--- config.mk ---
export PLATFORM = sky130hd
export DESIGN_NAME = xfer_dma
export DESIGN_NICKNAME = d
export VERILOG_FILES = /design/src/rtl/dmx_pkg.sv /design/src/rtl/dmx_regs.sv /design/src/rtl/dmx_wordbuf.sv /design/src/rtl/dmx_seq.sv /design/src/rtl/xfer_dma.sv
export SDC_FILE = /design/constraint.sdc
export NUM_CORES = 1
export LEC_CHECK = 0
export BUFFER_PORTS_ARGS = -buffer_cell sky130_fd_sc_hd__clkbuf_2
export CAP_MARGIN = 15
export CORE_MARGIN = 4
export CORE_UTILIZATION = 58
export DETAILED_ROUTE_END_ITERATION = 8
export GPL_TIMING_DRIVEN = 0
export PLACE_DENSITY = 0.86
export REMOVE_ABC_BUFFERS = 1
export SYNTH_ARGS = -nofsm -noshare
export SYNTH_HDL_FRONTEND = slang
export SYNTH_HIERARCHICAL = 1
export SYNTH_SLANG_ARGS = --single-unit
--- constraint.sdc ---
create_clock -name clk -period 6.9 [get_ports clk]
set_input_delay 0.69 -clock clk [delete_from_list [all_inputs] [get_ports clk]]
set_output_delay 0.69 -clock clk [all_outputs]
set_load 0.005 [all_outputs]
--- src/rtl/dmx_pkg.sv ---
package dmx_pkg;

    typedef enum logic [1:0] {
        MODE_BURST = 2'b00,
        MODE_STEAL = 2'b01,
        MODE_SHARE = 2'b10,
        MODE_HOLD  = 2'b11
    } xfer_mode_e;

    typedef enum logic [1:0] {
        SEL_SRC  = 2'd0,
        SEL_DST  = 2'd1,
        SEL_CNT  = 2'd2,
        SEL_CTRL = 2'd3
    } reg_sel_e;

    typedef enum logic [1:0] {
        ST_IDLE = 2'd0,
        ST_FILL = 2'd1,
        ST_OWN  = 2'd2
    } seq_state_e;

    localparam int CTRL_INC_SRC = 2;
    localparam int CTRL_INC_DST = 3;
    localparam int CTRL_GO      = 4;
    localparam int CTRL_CLR     = 5;
    localparam int CTRL_BITS    = 6;

    typedef struct packed {
        xfer_mode_e mode;
        logic       inc_src;
        logic       inc_dst;
    } ctrl_t;

    function automatic ctrl_t decode_ctrl(input logic [CTRL_BITS-1:0] b);
        ctrl_t c;
        c.mode    = xfer_mode_e'(b[1:0]);
        c.inc_src = b[CTRL_INC_SRC];
        c.inc_dst = b[CTRL_INC_DST];
        return c;
    endfunction

    // Share mode may only write while the processor leaves its slot free.
    function automatic logic slot_free(input xfer_mode_e m, input logic cpu_slot);
        return (m != MODE_SHARE) || !cpu_slot;
    endfunction

    // Yield mode hands the bus back after every single word.
    function automatic logic yields_per_word(input xfer_mode_e m);
        return m == MODE_STEAL;
    endfunction

endpackage

--- src/rtl/dmx_regs.sv ---
module dmx_regs
    import dmx_pkg::*;
#(
    parameter int AW = 16,
    parameter int CW = 8
) (
    input  logic          clk,
    input  logic          rst,
    input  logic          cfg_we,
    input  logic [1:0]    cfg_sel,
    input  logic [AW-1:0] cfg_wdata,
    input  logic          busy,
    input  logic          fetch_fire,
    input  logic          write_fire,
    output logic          go,
    output ctrl_t         ctrl_q,
    output logic [AW-1:0] src_q,
    output logic [AW-1:0] dst_q,
    output logic [CW-1:0] fetch_left,
    output logic          last_word,
    output logic          done_q
);
    localparam logic [AW-1:0] ADDR_STEP = AW'(1);
    localparam logic [CW-1:0] CNT_ONE   = CW'(1);

    logic [CW-1:0] cnt_q;
    logic          cfg_ok;
    reg_sel_e      sel;

    assign sel       = reg_sel_e'(cfg_sel);
    assign cfg_ok    = cfg_we && !busy;
    assign go        = cfg_ok && (sel == SEL_CTRL) && cfg_wdata[CTRL_GO] && (cnt_q != '0);
    assign last_word = (cnt_q == CNT_ONE);

    always_ff @(posedge clk) begin
        if (rst) begin
            ctrl_q     <= '0;
            src_q      <= '0;
            dst_q      <= '0;
            cnt_q      <= '0;
            fetch_left <= '0;
            done_q     <= 1'b0;
        end else begin
            if (cfg_ok) begin
                case (sel)
                    SEL_SRC:  src_q <= cfg_wdata;
                    SEL_DST:  dst_q <= cfg_wdata;
                    SEL_CNT:  cnt_q <= cfg_wdata[CW-1:0];
                    default: begin
                        ctrl_q <= decode_ctrl(cfg_wdata[CTRL_BITS-1:0]);
                        if (cfg_wdata[CTRL_CLR]) done_q <= 1'b0;
                    end
                endcase
            end
            if (go) fetch_left <= cnt_q;
            if (fetch_fire) begin
                fetch_left <= fetch_left - CNT_ONE;
                if (ctrl_q.inc_src) src_q <= src_q + ADDR_STEP;
            end
            if (write_fire) begin
                cnt_q <= cnt_q - CNT_ONE;
                if (ctrl_q.inc_dst) dst_q <= dst_q + ADDR_STEP;
                if (last_word) done_q <= 1'b1;
            end
        end
    end

endmodule

--- src/rtl/dmx_wordbuf.sv ---
module dmx_wordbuf #(
    parameter int DW = 16
) (
    input  logic          clk,
    input  logic          rst,
    input  logic          take,
    input  logic [DW-1:0] data_in,
    input  logic          drain,
    output logic          full,
    output logic [DW-1:0] data_q
);
    always_ff @(posedge clk) begin
        if (rst) begin
            full   <= 1'b0;
            data_q <= '0;
        end else if (take) begin
            full   <= 1'b1;
            data_q <= data_in;
        end else if (drain) begin
            full   <= 1'b0;
        end
    end

endmodule

--- src/rtl/dmx_seq.sv ---
module dmx_seq
    import dmx_pkg::*;
(
    input  logic       clk,
    input  logic       rst,
    input  logic       go,
    input  logic       buf_full,
    input  logic       bus_gnt,
    input  logic       cpu_slot,
    input  xfer_mode_e mode,
    input  logic       last_word,
    output logic       bus_req,
    output logic       write_fire,
    output logic       busy
);
    seq_state_e st;
    logic       had_gnt;

    assign bus_req    = (st == ST_OWN);
    assign busy       = (st != ST_IDLE);
    assign write_fire = (st == ST_OWN) && bus_gnt && buf_full && slot_free(mode, cpu_slot);

    always_ff @(posedge clk) begin
        if (rst) begin
            st      <= ST_IDLE;
            had_gnt <= 1'b0;
        end else begin
            case (st)
                ST_IDLE: begin
                    if (go) st <= ST_FILL;
                end
                ST_FILL: begin
                    had_gnt <= 1'b0;
                    if (buf_full) st <= ST_OWN;
                end
                ST_OWN: begin
                    had_gnt <= had_gnt | bus_gnt;
                    if (write_fire && last_word)
                        st <= ST_IDLE;
                    else if (write_fire && yields_per_word(mode))
                        st <= ST_FILL;
                    else if (had_gnt && !bus_gnt)
                        st <= ST_FILL;
                end
                default: st <= ST_IDLE;
            endcase
        end
    end

endmodule

--- src/rtl/xfer_dma.sv ---
module xfer_dma
    import dmx_pkg::*;
#(
    parameter int AW = 16,
    parameter int DW = 16,
    parameter int CW = 8
) (
    input  logic          clk,
    input  logic          rst,
    input  logic          cfg_we,
    input  logic [1:0]    cfg_sel,
    input  logic [AW-1:0] cfg_wdata,
    output logic          bus_req,
    input  logic          bus_gnt,
    input  logic          cpu_slot,
    output logic          mem_we,
    output logic [AW-1:0] mem_addr,
    output logic [DW-1:0] mem_wdata,
    input  logic          per_valid,
    output logic          per_ready,
    input  logic [DW-1:0] per_data,
    output logic [AW-1:0] per_addr,
    output logic          irq
);
    logic          go, busy, buf_full, wr_fire, fetch_fire, last_word, done_q;
    ctrl_t         ctrl_q;
    xfer_mode_e    mode_q;
    logic [AW-1:0] src_q, dst_q;
    logic [CW-1:0] fetch_left;
    logic [DW-1:0] buf_q;

    assign mode_q     = ctrl_q.mode;
    assign per_ready  = busy && (fetch_left != '0) && (!buf_full || wr_fire);
    assign fetch_fire = per_ready && per_valid;
    assign mem_we     = wr_fire;
    assign mem_addr   = dst_q;
    assign mem_wdata  = buf_q;
    assign per_addr   = src_q;
    assign irq        = done_q;

    dmx_regs #(.AW(AW), .CW(CW)) u_regs (
        .clk(clk), .rst(rst), .cfg_we(cfg_we), .cfg_sel(cfg_sel), .cfg_wdata(cfg_wdata),
        .busy(busy), .fetch_fire(fetch_fire), .write_fire(wr_fire), .go(go),
        .ctrl_q(ctrl_q), .src_q(src_q), .dst_q(dst_q), .fetch_left(fetch_left),
        .last_word(last_word), .done_q(done_q)
    );

    dmx_wordbuf #(.DW(DW)) u_buf (
        .clk(clk), .rst(rst), .take(fetch_fire), .data_in(per_data),
        .drain(wr_fire), .full(buf_full), .data_q(buf_q)
    );

    dmx_seq u_seq (
        .clk(clk), .rst(rst), .go(go), .buf_full(buf_full), .bus_gnt(bus_gnt),
        .cpu_slot(cpu_slot), .mode(mode_q), .last_word(last_word),
        .bus_req(bus_req), .write_fire(wr_fire), .busy(busy)
    );

endmodule

==> out/qor.csv <==
metric,value,unit
status,"finished, final reports clean",
timing.critical_path.max_delay_family,simple AND/OR/NAND/NOR gates,
hold_class,reg -> reg,
drt.antenna.violating_nets,0,
initial_utilization,61.01,%
final_total_negative_setup_slack,0,ns
cp-endpoint,u_regs/src_q[11],
clockRootBuffer,sky130_fd_sc_hd__clkbuf_8,
die_h,90.66,um
n_antenna_cell,0,
crit_path_cell_trace,inv_1 > ha_1 > inv_1 > nor2_1 > nor2b_1 > a211oi_4 > nand2_4 > or3_1 > o311ai_0 > a21oi_1,
ys_warn_count,6,
post-route-drc-count,0,
synthArstFlopShare,0,%
post_synth_num_cell_types,74,
max_clock_freq,248.5,MHz
final.fill_count,516,
r2r.worst_path.cells,10,
synth_top_area_share,36.88,%
number_of_pins_exceeding_their_max_slew_limit_in_the_final_report,0,
proportion_of_synthesized_area_in_mux_cells,7.073,%
fraction_of_the_yosys_area_taken_by_sequential_cells,36.88,%
max-cap-violations,0,
post_synth_xor_area_fraction,0.6631,%
grt_setup_unrepaired,no,
depth_of_the_cts_h_tree,3,
crit-reg2reg-launch,u_seq/st[0],
cts-resized-gates,0,
synth_edf_count,0,
most_used_cell_cp,sky130_fd_sc_hd__inv_1,
r2r_slack,2.88,ns
cts_num_sinks,73,
clock_edge_transition_at_the_registers_on_the_reported_setup_and_hold_paths,0.08,ns
cts_tree,built,
power.density,202.8,nW/um^2
drtPass1Iterations,5,
dieArea,8218,sq um
synth_largest_area_cell,sky130_fd_sc_hd__dfxtp_1,
max_stage_delay,0.89,ns
die_width,90.66,um
first_global_vias,3744,
vdd_ir_drop_max,0.0001755,V
worst_ep_required_time,7.10,ns
crit_path_capture_type,register,
route.final.wire_length,10580,um
ys_seq_elements,73,
cts-hold-fix-buffers,0,
placed_cell_area,4424,sq um
rows,29,
setup-violations-final,0,
simple_gate_portion_of_the_synthesized_area,28.26,%
cp.buffers_inverters,2,
grtUsageTotal,25.73,%
worst_setup_path_startpoint,u_seq/st[0],
worstPathArrival,4.22,ns
slew_headroom,30.20,%
violation_count_after_the_first_detailed_routing_iteration,350,
num_io_pins,92,
tritoncts.num_buffers,9,
synth_area_leaders,"sky130_fd_sc_hd__dfxtp_1, sky130_fd_sc_hd__mux2i_1, sky130_fd_sc_hd__nor2_1, sky130_fd_sc_hd__a21oi_1, sky130_fd_sc_hd__nand2_1",
via_count,3890,
synth_top_flop_cell,sky130_fd_sc_hd__dfxtp_1,
global_route_wire_length_before_repair,17500,um
portBuffers,91,
initial_antenna_violation_count,0,
cpMaxStageDelayCell,sky130_fd_sc_hd__a211oi_4,
syn_inst_count,470,
clock_tree.buffer_depth,2,
post_drt_via_cell_ratio,6.145,
critical_path.startpoint_type,register,
endpoint_of_the_lowest_slack_register_to_register_path,u_regs/src_q[11],
adder_cell_area_share_of_the_yosys_netlist,3.473,%
netlist_area,3963,sq um
leakage_power,1.822,nW
signed_area_change_from_the_synthesized_netlist_to_the_final_layout,16.55,%
area_of_the_placeable_core,6495,sq um
timing_hold_violations_final,0,
gp_routability_congestion,0.8777,
final.min_clock_period,4.024,ns
setup.worst_path.class,reg -> reg,
worstSkewPairLatency,0.35,ns
grt_max_degree,80,
crit_path_max_fanout,21,
globalRouteOverflowTotal,0,
cts.repair_timing.setup_buffer_count,0,
period_share,58.33,%
dominant_combinational_cell_family_by_area_after_synthesis,simple AND/OR/NAND/NOR gates,
post_route_cells_drive_above_1_share,24.82,%
compound_cell_area_share_of_the_yosys_netlist,18.79,%
postSynthAreaPerCell,8.431,sq um
clock_skew,0.01285,ns
place.detailed.hpwl,7575,um
postLayoutCellArea,4618,sq um
worst-slew-pin-transition,1.043,ns
routed_length_per_instance,16.71,um
net_count_reported_at_finish,603,
path_depth,10,
[cell families (layout without fill, tap and decap cells)]
group                    after synthesis  in the layout
AO/OA/AOI/OAI                        110            110
flip-flops                            73             73
multiplexers                          28             28
AND/OR/NAND/NOR                      208            208
XOR/XNOR                               3              3
buffers and inverters                 37            123
adder cells (fa/ha/maj)               11             11
[layout make-up]
class	instances	area, sq um	share of cell area [%]
Clock buffer	10	137.6	2.980
Clock inverter	5	56.30	1.219
Inverter	16	60.06	1.300
Multi-Input combinational cell	360	2321	50.26
Sequential cell	73	1461	31.64
Tap cell	77	96.34	2.086
Timing Repair Buffer	92	485.5	10.51
[how the worst min path moves through the flow]
stage | start | end | slack (ns) | depth (start not counted)
floorplan | u_regs/fetch_left[5] | u_regs/fetch_left[5] | 0.46 | 2
CTS | u_regs/fetch_left[5] | u_regs/fetch_left[5] | 0.50 | 2
finish | u_buf/data_q[12] | u_buf/data_q[12] | 0.50 | 2
global route | u_regs/fetch_left[5] | u_regs/fetch_left[5] | 0.53 | 2
detailed placement | u_buf/data_q[11] | u_buf/data_q[11] | 0.48 | 2
global placement | u_buf/data_q[14] | u_buf/data_q[14] | 0.47 | 2
[state kept, by name, indices dropped and copies added (netlist names)]
name,cells
u_regs/cnt_q,8
u_regs/done_q,1
u_regs/fetch_left,8
u_buf/full,1
u_buf/data_q,16
u_regs/ctrl_q,4
u_seq/had_gnt,1
u_seq/st,2
u_regs/src_q,16
u_regs/dst_q,16
[where the power goes]
| group | internal, mW | switching, mW | total (mW) |
|---|---|---|---|
| clock network | 0.174 | 0.159 | 0.333 |
| registers | 0.442 | 0.0263 | 0.468 |
| logic | 0.0583 | 0.0772 | 0.136 |
[metrics by stage]
stage | hold slack, ns | utilization (%) | power, mW | setup WS [ns] | std cells
2_1_floorplan | 0.4582 | - | 0.5504 | 1.202 | 449
6_report | 0.5006 | 71.10 | 0.9364 | 2.876 | 633
5_1_grt | 0.5312 | 71.10 | 0.9805 | 2.557 | 633
3_5_place_dp | 0.4845 | 68.12 | 0.6110 | 2.673 | 618
3_3_place_gp | 0.4726 | 67.46 | 0.6026 | -0.3321 | 617
4_1_cts | 0.5007 | 71.10 | 0.9406 | 2.905 | 633
[layer usage]
metal | share of wire [%] | track usage [%] | vias to the layer above
li1 | - | - | 1883
met1 | 43 | 32.54 | 1811
met2 | 46 | 41.88 | 175
met3 | 8.4 | 7.833 | 21
met4 | 1.7 | 8.036 | 0
met5 | 0 | 0 | -
[worst register-to-register path: cells and delay by family, from the launching register on]
kind	cells	cell delay (ns)
flip-flops	1	0.36
buffers and inverters	2	0.19
AO/OA/AOI/OAI	3	1.34
adder cells (fa/ha/maj)	1	0.20
AND/OR/NAND/NOR	4	1.79
[layout by cell type (no fill, tap or decap), types with 3 or more instances in the layout]
master | synthesis | layout
sky130_fd_sc_hd__clkbuf_2 | 1 | 90
sky130_fd_sc_hd__dfxtp_1 | 73 | 73
sky130_fd_sc_hd__nor2_1 | 66 | 66
sky130_fd_sc_hd__nand2_1 | 38 | 38
sky130_fd_sc_hd__a21oi_1 | 33 | 33
sky130_fd_sc_hd__mux2i_1 | 28 | 28
sky130_fd_sc_hd__inv_1 | 16 | 16
sky130_fd_sc_hd__nor3_1 | 15 | 15
sky130_fd_sc_hd__nand3_1 | 15 | 15
sky130_fd_sc_hd__o21ai_0 | 14 | 14
sky130_fd_sc_hd__a31oi_1 | 12 | 12
sky130_fd_sc_hd__a211oi_1 | 12 | 11
sky130_fd_sc_hd__ha_1 | 11 | 11
sky130_fd_sc_hd__clkbuf_8 | 1 | 10
sky130_fd_sc_hd__nand3b_1 | 7 | 7
sky130_fd_sc_hd__nand4_1 | 6 | 6
sky130_fd_sc_hd__nor2b_1 | 5 | 5
sky130_fd_sc_hd__nand2b_1 | 5 | 5
sky130_fd_sc_hd__o22ai_1 | 5 | 5
sky130_fd_sc_hd__nor4_1 | 5 | 5
sky130_fd_sc_hd__or3_1 | 5 | 5
sky130_fd_sc_hd__and3_1 | 5 | 5
sky130_fd_sc_hd__and2_1 | 4 | 4
sky130_fd_sc_hd__a2111oi_0 | 4 | 4
sky130_fd_sc_hd__a32oi_1 | 4 | 4
sky130_fd_sc_hd__nand2_2 | 3 | 3
sky130_fd_sc_hd__a221oi_1 | 3 | 3
sky130_fd_sc_hd__xnor2_1 | 3 | 3
sky130_fd_sc_hd__o211ai_1 | 3 | 3
sky130_fd_sc_hd__or2_2 | 3 | 3
[Yosys cell counts, types with 11 or more instances]
| cell | number |
|---|---|
| sky130_fd_sc_hd__o21ai_0 | 14 |
| sky130_fd_sc_hd__nand3_1 | 15 |
| sky130_fd_sc_hd__mux2i_1 | 28 |
| sky130_fd_sc_hd__nor2_1 | 66 |
| sky130_fd_sc_hd__nor3_1 | 15 |
| sky130_fd_sc_hd__dfxtp_1 | 73 |
| sky130_fd_sc_hd__a211oi_1 | 12 |
| sky130_fd_sc_hd__inv_1 | 16 |
| sky130_fd_sc_hd__nand2_1 | 38 |
| sky130_fd_sc_hd__clkbuf_1 | 12 |
| sky130_fd_sc_hd__a21oi_1 | 33 |
| sky130_fd_sc_hd__a31oi_1 | 12 |
| sky130_fd_sc_hd__ha_1 | 11 |
No activity file was read; power rests on OpenSTA's default activity.
